==> config.mk <==
export PLATFORM = sky130hd
export DESIGN_NAME = xing_ctrl
export DESIGN_NICKNAME = d
export VERILOG_FILES = /design/src/rtl/xing_pkg.sv /design/src/rtl/xing_req_latch.sv /design/src/rtl/xing_phase_seq.sv /design/src/rtl/xing_lamp_map.sv /design/src/rtl/xing_ctrl.sv
export SDC_FILE = /design/constraint.sdc
export NUM_CORES = 1
export LEC_CHECK = 0
export ABC_AREA = 1
export BUFFER_PORTS_ARGS = -buffer_cell sky130_fd_sc_hd__buf_2
export CAP_MARGIN = 15
export CORE_UTILIZATION = 61
export CTS_CLUSTER_SIZE = 40
export DETAILED_ROUTE_END_ITERATION = 12
export PLACE_DENSITY_LB_ADDON = 0.12
export RECOVER_POWER = 100
export SLEW_MARGIN = 25
export SYNTH_ARGS = -nofsm -noshare
export SYNTH_HDL_FRONTEND = slang
export SYNTH_SLANG_ARGS = --single-unit
==> constraint.sdc <==
create_clock -name clk -period 2.5 [get_ports clk]
set_input_delay 0 -clock clk [delete_from_list [all_inputs] [get_ports clk]]
set_output_delay 0 -clock clk [all_outputs]
set_load 0.01 [all_outputs]
==> src/rtl/xing_pkg.sv <==
package xing_pkg;

    localparam int NDIR = 4;

    // direction index: 0 N->S, 1 S->N (axis 0), 2 W->E, 3 E->W (axis 1)
    localparam logic [NDIR-1:0] AXIS0_MASK = 4'b0011;
    localparam logic [NDIR-1:0] AXIS1_MASK = 4'b1100;

    typedef enum logic [1:0] {
        LAMP_RED    = 2'b00,
        LAMP_GREEN  = 2'b01,
        LAMP_YELLOW = 2'b10
    } lamp_e;

    typedef enum logic [1:0] {
        PH_IDLE,
        PH_GREEN,
        PH_AMBER,
        PH_CLEAR
    } phase_e;

    function automatic logic [NDIR-1:0] axis_mask(input logic ax);
        return ax ? AXIS1_MASK : AXIS0_MASK;
    endfunction

endpackage

==> src/rtl/xing_req_latch.sv <==
module xing_req_latch
    import xing_pkg::*;
(
    input  logic            clk,
    input  logic            rst,
    input  logic [NDIR-1:0] sense_i,
    input  logic [NDIR-1:0] start_i,
    input  logic [NDIR-1:0] serve_i,
    output logic [NDIR-1:0] pend_o
);

    logic [NDIR-1:0] pend_q;

    // a request is held until its green begins; sensing while green is service
    always_ff @(posedge clk) begin
        if (rst) begin
            pend_q <= '0;
        end else begin
            pend_q <= (pend_q | sense_i) & ~(start_i | serve_i);
        end
    end

    assign pend_o = pend_q;

    AST_PEND_CONSUMED: assert property (@(posedge clk) disable iff (rst)
        (|start_i) |=> ((pend_q & $past(start_i)) == '0));

endmodule

==> src/rtl/xing_phase_seq.sv <==
module xing_phase_seq
    import xing_pkg::*;
#(
    parameter int unsigned MIN_GREEN  = 4,
    parameter int unsigned MAX_GREEN  = 8,
    parameter int unsigned YELLOW_LEN = 2,
    parameter int unsigned CLEAR_LEN  = 2
) (
    input  logic            clk,
    input  logic            rst,
    input  logic [NDIR-1:0] pend_i,
    input  logic [NDIR-1:0] sense_i,
    output logic [NDIR-1:0] start_o,
    output logic [NDIR-1:0] lit_o,
    output phase_e          phase_o
);

    localparam int unsigned CW = $clog2(MAX_GREEN + YELLOW_LEN + CLEAR_LEN + 1);
    localparam logic [CW-1:0] MIN_LAST = CW'(MIN_GREEN - 1);
    localparam logic [CW-1:0] MAX_LAST = CW'(MAX_GREEN - 1);
    localparam logic [CW-1:0] YEL_LAST = CW'(YELLOW_LEN - 1);
    localparam logic [CW-1:0] CLR_LAST = CW'(CLEAR_LEN - 1);

    phase_e          phase_q, phase_d;
    logic [CW-1:0]   cnt_q, cnt_d;
    logic [NDIR-1:0] lit_q, lit_d;
    logic            axis_q, axis_d;   // axis granted most recently
    logic [NDIR-1:0] start_m;

    logic [NDIR-1:0] own_m, oth_m, join_m;
    logic            both_req, pick, other_wait, at_cap, min_ok, own_dem, cap_hit;

    always_comb begin
        own_m      = axis_mask(axis_q);
        oth_m      = ~own_m;
        both_req   = (|(pend_i & AXIS0_MASK)) && (|(pend_i & AXIS1_MASK));
        pick       = both_req ? ~axis_q : (|(pend_i & AXIS1_MASK));
        other_wait = |(pend_i & oth_m);
        at_cap     = cnt_q >= MAX_LAST;
        min_ok     = cnt_q >= MIN_LAST;
        own_dem    = |(sense_i & lit_q);
        join_m     = pend_i & own_m & ~lit_q;
        cap_hit    = other_wait && at_cap;
    end

    always_comb begin
        phase_d = phase_q;
        cnt_d   = cnt_q;
        lit_d   = lit_q;
        axis_d  = axis_q;
        start_m = '0;
        unique case (phase_q)
            PH_IDLE: begin
                if (|pend_i) begin
                    start_m = pend_i & axis_mask(pick);
                    lit_d   = start_m;
                    axis_d  = pick;
                    phase_d = PH_GREEN;
                    cnt_d   = '0;
                end
            end
            PH_GREEN: begin
                if (!cap_hit) begin
                    start_m = join_m;
                end
                lit_d = lit_q | start_m;
                if (min_ok && (cap_hit || (!own_dem && start_m == '0))) begin
                    phase_d = PH_AMBER;
                    cnt_d   = '0;
                end else if (!at_cap) begin
                    cnt_d = cnt_q + 1'b1;
                end
            end
            PH_AMBER: begin
                if (cnt_q >= YEL_LAST) begin
                    phase_d = PH_CLEAR;
                    cnt_d   = '0;
                    lit_d   = '0;
                end else begin
                    cnt_d = cnt_q + 1'b1;
                end
            end
            PH_CLEAR: begin
                if (cnt_q >= CLR_LAST) begin
                    phase_d = PH_IDLE;
                    cnt_d   = '0;
                end else begin
                    cnt_d = cnt_q + 1'b1;
                end
            end
            default: phase_d = PH_IDLE;
        endcase
    end

    always_ff @(posedge clk) begin
        if (rst) begin
            phase_q <= PH_IDLE;
            cnt_q   <= '0;
            lit_q   <= '0;
            axis_q  <= 1'b1;   // axis 0 is served first after reset
        end else begin
            phase_q <= phase_d;
            cnt_q   <= cnt_d;
            lit_q   <= lit_d;
            axis_q  <= axis_d;
        end
    end

    assign start_o = start_m;
    assign lit_o   = lit_q;
    assign phase_o = phase_q;

    AST_GREEN_MIN_HOLD: assert property (@(posedge clk) disable iff (rst)
        (phase_q == PH_GREEN && cnt_q < MIN_LAST) |=> (phase_q == PH_GREEN));
    AST_GREEN_TO_AMBER: assert property (@(posedge clk) disable iff (rst)
        (phase_q == PH_GREEN) |=> (phase_q == PH_GREEN || phase_q == PH_AMBER));
    AST_GREEN_CAP_END: assert property (@(posedge clk) disable iff (rst)
        (phase_q == PH_GREEN && cap_hit) |=> (phase_q == PH_AMBER));
    AST_AMBER_NOT_GREEN: assert property (@(posedge clk) disable iff (rst)
        (phase_q == PH_AMBER) |=> (phase_q != PH_GREEN));

endmodule

==> src/rtl/xing_lamp_map.sv <==
module xing_lamp_map
    import xing_pkg::*;
(
    input  phase_e               phase_i,
    input  logic [NDIR-1:0]      lit_i,
    output logic [NDIR-1:0][1:0] lamp_o,
    output logic [NDIR-1:0]      green_o
);

    for (genvar g = 0; g < NDIR; g++) begin : g_dir
        assign green_o[g] = lit_i[g] && (phase_i == PH_GREEN);
        assign lamp_o[g]  = green_o[g] ? LAMP_GREEN :
                            (lit_i[g] && phase_i == PH_AMBER) ? LAMP_YELLOW : LAMP_RED;
    end

endmodule

==> src/rtl/xing_ctrl.sv <==
module xing_ctrl
    import xing_pkg::*;
#(
    parameter int unsigned MIN_GREEN  = 4,
    parameter int unsigned MAX_GREEN  = 8,
    parameter int unsigned YELLOW_LEN = 2,
    parameter int unsigned CLEAR_LEN  = 2
) (
    input  logic       clk,
    input  logic       rst,
    input  logic [3:0] sense_i,
    output logic [1:0] lamp_ns_o,
    output logic [1:0] lamp_sn_o,
    output logic [1:0] lamp_we_o,
    output logic [1:0] lamp_ew_o
);

    logic [NDIR-1:0]      pend, start, lit, green;
    logic [NDIR-1:0][1:0] lamp;
    phase_e               phase;

    xing_req_latch u_req (
        .clk     (clk),
        .rst     (rst),
        .sense_i (sense_i),
        .start_i (start),
        .serve_i (green),
        .pend_o  (pend)
    );

    xing_phase_seq #(
        .MIN_GREEN  (MIN_GREEN),
        .MAX_GREEN  (MAX_GREEN),
        .YELLOW_LEN (YELLOW_LEN),
        .CLEAR_LEN  (CLEAR_LEN)
    ) u_seq (
        .clk     (clk),
        .rst     (rst),
        .pend_i  (pend),
        .sense_i (sense_i),
        .start_o (start),
        .lit_o   (lit),
        .phase_o (phase)
    );

    xing_lamp_map u_map (
        .phase_i (phase),
        .lit_i   (lit),
        .lamp_o  (lamp),
        .green_o (green)
    );

    assign lamp_ns_o = lamp[0];
    assign lamp_sn_o = lamp[1];
    assign lamp_we_o = lamp[2];
    assign lamp_ew_o = lamp[3];

    logic ax0_on, ax1_on;
    assign ax0_on = (lamp_ns_o != 2'b00) || (lamp_sn_o != 2'b00);
    assign ax1_on = (lamp_we_o != 2'b00) || (lamp_ew_o != 2'b00);

    AST_AXIS_EXCLUSIVE: assert property (@(posedge clk) disable iff (rst)
        !(ax0_on && ax1_on));
    AST_LAMP_CODE: assert property (@(posedge clk) disable iff (rst)
        (lamp_ns_o != 2'b11) && (lamp_sn_o != 2'b11) &&
        (lamp_we_o != 2'b11) && (lamp_ew_o != 2'b11));
    AST_RESET_RED: assert property (@(posedge clk)
        rst |=> (!ax0_on && !ax1_on));

endmodule

==> results of run 1 <==
==> cell usage in the layout (no fill, tap or decap) <==
| cell | n |
|---|---|
| a211oi_1 | 2 |
| a21oi_1 | 10 |
| a31oi_1 | 5 |
| buf_2 | 5 |
| clkbuf_1 | 8 |
| clkbuf_4 | 3 |
| clkinv_2 | 1 |
| dfxtp_1 | 15 |
| dlygate4sd3_1 | 1 |
| ha_1 | 8 |
| inv_1 | 23 |
| inv_2 | 2 |
| nand2_1 | 37 |
| nand2_2 | 5 |
| nand2_4 | 2 |
| nand3_1 | 12 |
| nand3b_1 | 1 |
| nand4_1 | 3 |
| nor2_1 | 20 |
| nor3_1 | 5 |
| nor3_2 | 1 |
| o21ai_0 | 7 |
| o21ai_1 | 6 |
| o21ai_2 | 1 |
| o21bai_1 | 1 |
==> stage by stage <==
stage | total power (W) | cell area, um^2
3_3_place_gp | 0.00124 | 1200
5_1_grt | 0.00149 | 1180
3_5_place_dp | 0.00127 | 1200
2_1_floorplan | 0.00108 | 1110
4_1_cts | 0.00142 | 1240
6_report | 0.00137 | 1180
==> worst max-delay path by stage <==
| stage | endpoint | slack, ns | cells after the start |
|---|---|---|---|
| after floorplan | u_seq.cnt_q[1] | 1.05 | 11 |
| after global placement | u_seq.cnt_q[0] | 0.85 | 11 |
| after global routing | u_seq.cnt_q[1] | 0.35 | 11 |
| after CTS | u_seq.cnt_q[1] | 0.78 | 11 |
| final | u_seq.cnt_q[0] | 0.52 | 11 |
| after detailed placement | u_seq.cnt_q[1] | 0.78 | 11 |
==> timing repair <==
item	4_1_cts	5_1_grt
endpoints found under the hold margin	2	0
gates resized for setup	0	0
hold buffers	1	0
buffers inserted	0	0
==> critical path, cell delays in order, from the launching register on <==
cell,delay [ns]
dfxtp_1,0.35
inv_1,0.10
ha_1,0.37
inv_1,0.15
a21oi_1,0.32
nand2_2,0.12
nand2_1,0.07
nand2_1,0.14
nand2_4,0.11
nand2_1,0.06
nand2_1,0.05
nor2_1,0.05
==> logic make-up (layout without fill, tap and decap cells) <==
family                   after synthesis  in the layout  share of synthesized area (%)
AND/OR/NAND/NOR                       86             86                           38.3
AO/OA/AOI/OAI                         32             32                           16.3
buffers and inverters                 27             43                           9.54
flip-flops                            15             15                           26.9
adder cells (fa/ha/maj)                8              8                           8.98
==> flip-flops by register name (all words and copies together) (netlist names) <==
register       cells
u_req.pend_o       4
u_seq.lit_o        4
u_seq.cnt_q        4
u_seq.phase_o      2
u_seq.axis_q       1
==> report_power, final <==
| group | total (W) | switching, W | internal (W) |
|---|---|---|---|
| sequential | 0.000421 | 0.000100 | 0.000320 |
| combinational | 0.000799 | 0.000528 | 0.000272 |
| clock | 0.000154 | 0.0000939 | 0.0000598 |
| total | 0.00137 | 0.000722 | 0.000652 |
==> final cells by class <==
class                   count  area [um^2]  area share (%)
clock inverters             1         5.00           0.422
multi-input cells         126          667            56.3
inverters                  25         93.8            7.92
well taps                  25         31.3            2.64
flip-flops and latches     15          300            25.3
repair buffers             14         65.1            5.49
clock buffers               3         22.5            1.90
==> metal layers <==
layer  up-vias  wire [um]  global-route usage [%]
met5         -          0                       0
met3         9        111                    3.60
li1        582          -                       -
met1       496       1160                    32.2
met4         0         82                    16.4
met2        32       1290                    50.0
==> reports/metrics.yaml, run 1 <==
status: "completed"
holdPathStages: 3
drt_iter0_drc: 36
fin_worst_skew_ns: 0.0112
syn_avg_cell_area_um2: 6.64
ys_seq_area_share_pct: 26.9
synth_async_sr_flop_share_pct: 0
hold_path.class: "in -> reg"
start_kind: "flip-flop"
synth_seq_cells: 15
cts_buffers: 3
synth_top_area_cell: "dfxtp_1"
worstHoldEndpoint: "u_req.pend_o[3]"
rsz0062_at_grt: "false"
fin_crit_ns: 1.98
reg2reg_from: "u_seq.phase_o[1]"
fin_cells: 209
final_layout_size_suffix_gt1_share_pct: 10.9
synth_top_flop_cell: "dfxtp_1"
clock-sinks: 15
die_y_um: 44.8
peakVddDrop_mv: 0.754
fillers: 177
drtPass1Iterations: 4
max-slew-margin-rel_pct: 66.3
rrSetupSlack_ns: 0.52
coreArea_mm2: 0.00173
setup_tns_ns: 0
yosysUniqueCellTypes: 26
max_freq_ghz: 0.506
grt-ovfl-total: 0
hold_slack_ns: 0.0213
cts-root-buf: "clkbuf_4"
p_leak_nw: 0.585
num_antenna_cells: 0
num_vias: 1119
drv_cap: 0
hpwl_mm: 2.05
die_w_um: 44.8
num_rows: 15
routedWlPerCell_um: 12.7
grt_pass1_vias: 935
synth_edf_count: 0
cts_tree: "yes"
cts_buffer_depth: 2
utilization_pct: 68.6
io_pins: 14
syn_nets: 182
crit_required_ns: 2.70
crit_path_end_kind: "flip-flop"
place_ws_ns: 0.785
hp-start: "sense_i[3]"
grtUsageTotal_pct: 28.2
yosys_warnings: 0
rr_endpoint: "u_seq.cnt_q[0]"
grt_first_pass_wirelength_mm: 4.01
netlist_top_cells_count: "nand2_1 (34), inv_1 (22), nor2_1 (19)"
fin_crit_sh_pct: 79.1
critPathLaunch: "u_seq.phase_o[1]"
path_clk_slew_ns: 0.09
ctsHtreeMaxLevel: 1
post-synth-top-count-cell: "nand2_1"
synth_top_area_share_pct: 26.9
clkLatencyLatePin_ns: 0.31
detail-route-antenna-nets: 0
powerDensity_mw_per_mm2: 1160
syn2layout_area_growth_pct: 6.29
wirelength_mm: 2.64
nets: 199
crit_fanout: 10
worst_pin_slew_ns: 0.504
arrival_ns: 2.18
start_util_pct: 64.6
grt_max_degree: 14
rr_worst_depth: 11
syn_area_mm2: 0.00111
hold_viol: 0
finalSetupViolations: 0
placed_cells: 204
die-area_mm2: 0.00200
port_buffers: 13
gp_congestion: 0.911
timing.final.ws_setup_ns: 0.522
avgViaCountPerCell: 5.35
syn-instance-count: 168
final_max_slew_viol_count: 0
path_class: "reg -> reg"
drc: 0
antenna_found_initial: 0
yosys-top-cells-area: "dfxtp_1 (27%), nand2_1 (11%), ha_1 (9.0%)"
Power figures use the tool's default switching activity.
==> inputs of run 2 (changes only) <==
--- a/config.mk
+++ b/config.mk
@@ -8,7 +8,7 @@
 export ABC_AREA = 1
 export BUFFER_PORTS_ARGS = -buffer_cell sky130_fd_sc_hd__buf_2
 export CAP_MARGIN = 15
-export CORE_UTILIZATION = 61
+export CORE_UTILIZATION = 56
 export CTS_CLUSTER_SIZE = 40
 export DETAILED_ROUTE_END_ITERATION = 12
 export PLACE_DENSITY_LB_ADDON = 0.12
==> constraint.sdc (replaced) <==
create_clock -name clk -period 2 [get_ports clk]
set_input_delay 0 -clock clk [delete_from_list [all_inputs] [get_ports clk]]
set_output_delay 0 -clock clk [all_outputs]
set_load 0.01 [all_outputs]
==> run 2 against run 1 <==
  * Sequential cell count unchanged
  * Fmax up 7.4%
  * Non-clock buffer count unchanged
  * Final area up 3.5%
  * Final cell count unchanged
==> reports/metrics.yaml, run 2 (same netlist as run 1, synthesis figures left out) <==
crit_path_end_kind: "flip-flop"
gp_congestion: 0.924  # +1.4%
crit_family: "simple AND/OR/NAND/NOR gates"
hold_path.class: "in -> reg"
drv_cap: 0  # unchanged
nets: 199  # unchanged
peakVddDrop_mv: 0.821  # +8.8%
crit_path_cell_trace: "inv_1 > ha_1 > inv_2 > a21oi_2 > nand2_2 > nand2_2 > nand2_4 > nand2_4 > nand2_1 > nand2_1 > nor2_1"
routedWlPerCell_um: 13.7  # +8.0%
cts_resized: 0  # unchanged
status: "completed"
switching_power_w: 0.000966  # +34%
fillers: 173  # -2.3%
drc: 0  # unchanged
fin_crit_sh_pct: 92.1  # +13 points
finalSetupViolations: 0  # unchanged
wirelength_mm: 2.86  # +8.0%
cts_buffer_depth: 2  # unchanged
hold_viol: 0  # unchanged
grt-ovfl-total: 0  # unchanged
port_buffers: 13  # unchanged
ctsHtreeMaxLevel: 1  # unchanged
worst_pin_slew_ns: 0.417  # -0.0865 ns
start_kind: "flip-flop"
coreArea_mm2: 0.00180  # +4.3%
cpPeakStageDelay_ns: 0.42  # +0.05 ns
fin_crit_ns: 1.84  # -0.135 ns
p_leak_nw: 0.604  # +3.2%
path_clk_slew_ns: 0.10  # about the same
arrival_ns: 2.05  # -0.13 ns
multi_input_area_um2: 708  # +6.2%
slowest_stage: "ha_1"
p_clk_share_pct: 10.7  # -0.5 points
rrSetupSlack_ns: 0.16  # -0.36 ns
cts_tree: "yes"
clkLatencyLatePin_ns: 0.30  # about the same
cp_num_buf_inv: 2  # unchanged
grt_first_pass_wirelength_mm: 4.64  # +16%
drt_iter0_drc: 65  # +81%
clock-sinks: 15  # unchanged
timing.final.ws_setup_ns: 0.158  # -0.365 ns
cts_buffers: 3  # unchanged
p_sw_share_pct: 53.5  # +0.99 points
io_pins: 14  # unchanged
drtPass1Iterations: 4  # unchanged
die-area_mm2: 0.00217  # +8.5%
start_util_pct: 61.9  # -2.7 points
num_antenna_cells: 0  # unchanged
final_layout_size_suffix_gt1_share_pct: 15.2  # +4.3 points
crit_fanout: 10  # unchanged
avgViaCountPerCell: 5.64  # +5.4%
antenna_found_initial: 0  # unchanged
power_frac_seq_pct: 29.3  # -1.3 points
grt_pass1_vias: 1009  # +7.9%
place_ws_ns: 0.183  # -0.602 ns
regArea_um2: 300  # unchanged
max-slew-margin-rel_pct: 72.2  # +5.9 points
grt_max_degree: 14  # unchanged
fin_worst_skew_ns: 0.000698  # -0.0105 ns
num_rows: 15  # unchanged
layout_common_cells: "nand2_1 (34), inv_1 (22), nor2_1 (19), dfxtp_1 (15), nand3_1 (10)"
max_freq_ghz: 0.543  # +7.4%
crit_required_ns: 2.21  # -0.49 ns
grtUsageTotal_pct: 31.3  # +3.1 points
rsz0062_at_grt: "false"
intPower_w: 0.000839  # +29%
powerDensity_mw_per_mm2: 1470  # +27%
setup_tns_ns: 0  # unchanged
final_common_cell: "nand2_1"
num_vias: 1179  # +5.4%
detail-route-antenna-nets: 0  # unchanged
hpwl_mm: 2.16  # +5.7%
final_max_slew_viol_count: 0  # unchanged
path_class: "reg -> reg"
die_y_um: 46.6  # +4.2%
cts-root-buf: "clkbuf_4"
syn2layout_area_growth_pct: 9.99
die_w_um: 46.6  # +4.2%
pwr-share-comb_pct: 60.0  # +1.8 points
[run 2: path summary, 6_finish.rpt]
| check | start | to | cells after the start |
|---|---|---|---|
| hold reg to reg | u_seq.cnt_q[3] | u_seq.cnt_q[3] | 2 |
| hold / removal | sense_i[0] | u_req.pend_o[0] | 3 |
| setup / recovery | u_seq.phase_o[1] | u_seq.cnt_q[1] | 11 |
| setup reg to reg | u_seq.phase_o[1] | u_seq.cnt_q[1] | 11 |
[run 2: layout make-up]
cell class	count	area share, %
repair buffers	14	5.31
clock inverters	1	0.408
multi-input cells	126	57.8
clock buffers	3	1.84
flip-flops and latches	15	24.5
well taps	25	2.55
inverters	25	7.65
[run 2: worst min-delay path: cells and delay by family]
kind | cells | cell delay (ns)
AND/OR/NAND/NOR | 1 | 0.06
AO/OA/AOI/OAI | 1 | 0.13
buffers and inverters | 1 | 0.10
[run 2: metal layers]
layer / wire [um] / global-route usage (%) / vias to the layer above
li1: - / - / 581
met1: 1280 / 45.0 / 530
met2: 1250 / 43.9 / 59
met3: 231 / 4.31 / 9
met4: 86 / 17.1 / 0
met5: 0 / 0 / -
[run 2: metrics by stage]
stage | total power (W) | hold WS (ns) | cell area, um^2 | cells | util (%)
4_1_cts | 0.00179 | 0.0280 | 1240 | 209 | 68.6
6_report | 0.00180 | 0.0249 | 1230 | 209 | 68.1
2_1_floorplan | 0.00135 | 0.0770 | 1110 | 168 | -
5_1_grt | 0.00197 | 0.0289 | 1230 | 209 | 68.1
3_5_place_dp | 0.00160 | 0.224 | 1200 | 204 | 66.5
3_3_place_gp | 0.00157 | 0.214 | 1200 | 204 | 66.5
[run 2: what timing repair did]
| action | in CTS | in global routing |
|---|---|---|
| hold buffers | 1 | 0 |
| setup buffers | 0 | 0 |
| endpoints found under the hold margin | 2 | 0 |
[run 2: power groups by stage]
stage                     Combinational, W  Clock [W]  Sequential (W)
after floorplan                   0.000856          0        0.000494
after global placement             0.00105          0        0.000527
after detailed placement           0.00107          0        0.000530
after CTS                          0.00108   0.000191        0.000523
after global routing               0.00122   0.000205        0.000543
final                              0.00108   0.000193        0.000528
==> inputs of run 3 (changes only) <==
--- a/config.mk
+++ b/config.mk
@@ -5,7 +5,7 @@
 export SDC_FILE = /design/constraint.sdc
 export NUM_CORES = 1
 export LEC_CHECK = 0
-export ABC_AREA = 1
+export ABC_AREA = 0
 export BUFFER_PORTS_ARGS = -buffer_cell sky130_fd_sc_hd__buf_2
 export CAP_MARGIN = 15
 export CORE_UTILIZATION = 56
@@ -13,6 +13,7 @@
 export DETAILED_ROUTE_END_ITERATION = 12
 export PLACE_DENSITY_LB_ADDON = 0.12
 export RECOVER_POWER = 100
+export SETUP_SLACK_MARGIN = 0.1
 export SLEW_MARGIN = 25
 export SYNTH_ARGS = -nofsm -noshare
 export SYNTH_HDL_FRONTEND = slang
==> constraint.sdc (replaced) <==
create_clock -name clk -period 1.9 [get_ports clk]
set_input_delay 0 -clock clk [delete_from_list [all_inputs] [get_ports clk]]
set_output_delay 0 -clock clk [all_outputs]
set_load 0.01 [all_outputs]
==> run 3 against run 2 <==
  * Clock skew increased by 0.0033 ns
  * Critical endpoint is now u_seq.cnt_q[2]
  * Final area increased by 11%
  * First-iteration DRC count decreased by 4.6%
  * Critical path type unchanged
  * Power increased by 13%
  * Core utilization increased by 8.2 points
  * Final cell count decreased by 13%
  * Sequential cell count unchanged
==> reports/metrics.yaml, run 3 <==
grt_first_pass_wirelength_mm: 4.43  # -4.6%
clock-sinks: 15  # unchanged
status: "completed"
antenna_found_initial: 0  # unchanged
rsz0062_at_grt: "true"
drtPass1Iterations: 4  # unchanged
crit_required_ns: 2.10  # -0.11 ns
synth_top_flop_cell: "dfxtp_1"
grt_max_degree: 18  # +4
die-area_mm2: 0.00216  # -0.75%
crit_fanout: 6  # -4
grt_pass1_vias: 1024  # +1.5%
syn_avg_cell_area_um2: 8.19  # +23%
port_buffers: 13  # unchanged
gp_congestion: 0.883  # -4.5%
routedWlPerCell_um: 16.8  # +23%
path_class: "reg -> reg"
grtUsageTotal_pct: 29.1  # -2.2 points
syn_nets: 149  # -18%
syn2layout_area_growth_pct: 22.9
clkLatencyLatePin_ns: 0.30  # about the same
timing.final.ws_setup_ns: 0.104  # -0.0541 ns
p_leak_nw: 0.524  # -13%
final_common_cell: "nor2_1"
drt_iter0_drc: 62  # -4.6%
switching_power_w: 0.000986  # +2.0%
layout_common_cells: "nor2_1 (15), buf_2 (12), nand2_1 (10), dfxtp_1 (9), buf_4 (6)"
io_pins: 14  # unchanged
syn_area_mm2: 0.00111  # -0.79%
cp_num_buf_inv: 0  # -2
intPower_w: 0.00106  # +26%
powerDensity_mw_per_mm2: 1500  # +2.1%
power_frac_seq_pct: 26.6  # -2.7 points
yosys-top-cells-area: "dfxtp_1 (27%), ha_1 (9.0%), nor2_1 (5.1%)"
slowest_stage: "dfxtp_4"
die_w_um: 46.4  # -0.38%
cts_buffers: 3  # unchanged
max_freq_ghz: 0.557  # +2.6%
p_clk_share_pct: 10.1  # -0.6 points
crit_path_cell_trace: "ha_4 > a21o_4 > a211oi_2 > or3_4 > a31oi_2 > o311ai_0"
max-slew-margin-rel_pct: 69.5  # -2.7 points
final_layout_size_suffix_gt1_share_pct: 28.8  # +14 points
start_util_pct: 62.0  # +0.16 points
avgViaCountPerCell: 6.65  # +18%
drv_cap: 0  # unchanged
final_max_slew_viol_count: 0  # unchanged
synth_top_area_share_pct: 27.1  # +0.21 points
fillers: 140  # -19%
crit_path_end_kind: "flip-flop"
fin_crit_sh_pct: 94.6  # +2.4 points
drc: 0  # unchanged
pwr-share-comb_pct: 63.3  # +3.3 points
cts-root-buf: "clkbuf_4"
finalSetupViolations: 0  # unchanged
crit_family: "compound AO/OA/AOI/OAI gates"
fin_crit_ns: 1.80  # -0.0459 ns
netlist_top_cells_count: "dfxtp_1 (15), nor2_1 (15), nand2_1 (10)"
place_ws_ns: 0.0312  # -0.152 ns
grt-ovfl-total: 0  # unchanged
synth_async_sr_flop_share_pct: 0  # unchanged
hold_path.class: "in -> reg"
nets: 171  # -14%
hold_viol: 0  # unchanged
hpwl_mm: 1.99  # -8.2%
synth_seq_cells: 15  # unchanged
synth_edf_count: 0  # unchanged
power_w: 0.00204  # +13%
coreArea_mm2: 0.00178  # -1.0%
cts_tree: "yes"
ctsHtreeMaxLevel: 1  # unchanged
yosysUniqueCellTypes: 47  # +81%
wirelength_mm: 3.05  # +6.8%
arrival_ns: 2.00  # -0.05 ns
syn-instance-count: 135  # -20%
p_sw_share_pct: 48.3  # -5.3 points
fin_area_mm2: 0.00136  # +11%
dpl_cell_area_mm2: 0.00121  # +1.1%
die_y_um: 46.4  # -0.38%
peakVddDrop_mv: 1.21  # +48%
ys_seq_area_share_pct: 27.1  # +0.21 points
num_rows: 15  # unchanged
path_clk_slew_ns: 0.10  # about the same
num_antenna_cells: 0  # unchanged
fin_worst_skew_ns: 0.00399  # +0.00329 ns
start_kind: "flip-flop"
detail-route-antenna-nets: 0  # unchanged
worst_pin_slew_ns: 0.456  # +0.0389 ns
cts_buffer_depth: 2  # unchanged
synth_top_area_cell: "dfxtp_1"
num_vias: 1204  # +2.1%
yosys_warnings: 0  # unchanged
cpPeakStageDelay_ns: 0.38  # -0.04 ns
## run 3: final cells by class
| cell class | instances | area (um^2) | share of cell area [%] |
|---|---|---|---|
| repair buffers | 24 | 153 | 11.2 |
| multi-input cells | 106 | 810 | 59.6 |
| clock buffers | 4 | 26.3 | 1.93 |
| flip-flops and latches | 15 | 313 | 23.0 |
| well taps | 25 | 31.3 | 2.30 |
| inverters | 7 | 26.3 | 1.93 |
## run 3: path summary, 6_finish.rpt
check	depth (start not counted)	slack, ns	startpoint	endpoint
max reg2reg	6	0.10	u_seq.cnt_q[0]	u_seq.cnt_q[2]
max	6	0.10	u_seq.cnt_q[0]	u_seq.cnt_q[2]
min reg2reg	2	0.53	u_seq.phase_o[1]	u_seq.phase_o[1]
min	2	0.06	rst	u_seq.phase_o[0]
## run 3: cell families (layout without fill, tap and decap cells)
family,after synthesis,count (layout),share of synthesized area [%]
compound gates,39,39,27.3
buf+inv,14,35,6.90
fa+ha+maj,8,8,9.05
mux,1,1,0.905
simple gates,58,58,28.7
flops,15,15,27.1
## run 3: metal layers
metal	GRT usage, %	wire [um]	vias up	share of wire [%]
li1	-	-	541	-
met1	37.9	1310	575	43
met2	44.7	1360	71	45
met3	5.49	267	17	8.8
met4	15.3	103	0	3.4
met5	0	0	-	0
## run 3: timing repair
action	4_1_cts	5_1_grt
resized for setup	6	19
hold endpoints to repair	4	0
endpoints found under the setup margin	6	16
buffers inserted	0	1
gates cloned	0	0
hold buffers	4	0
pin swaps	1	5
## run 3: per-stage QoR
stage	setup TNS, ns	cells	util, %	hold WS [ns]
after floorplan	0	135	-	0.0897
after global placement	0	172	68.0	0.298
after detailed placement	0	172	68.0	0.306
after CTS	0	180	73.0	0.0763
after global routing	-0.0259	181	76.2	0.0708
final	0	181	76.2	0.0551
## run 3: power groups by stage
stage	registers [W]	logic (W)	clock network, W
5_1_grt	0.000561	0.00139	0.000217
2_1_floorplan	0.000485	0.000817	0
3_5_place_dp	0.000523	0.00106	0
6_report	0.000543	0.00129	0.000207
4_1_cts	0.000518	0.00112	0.000198
3_3_place_gp	0.000519	0.00103	0
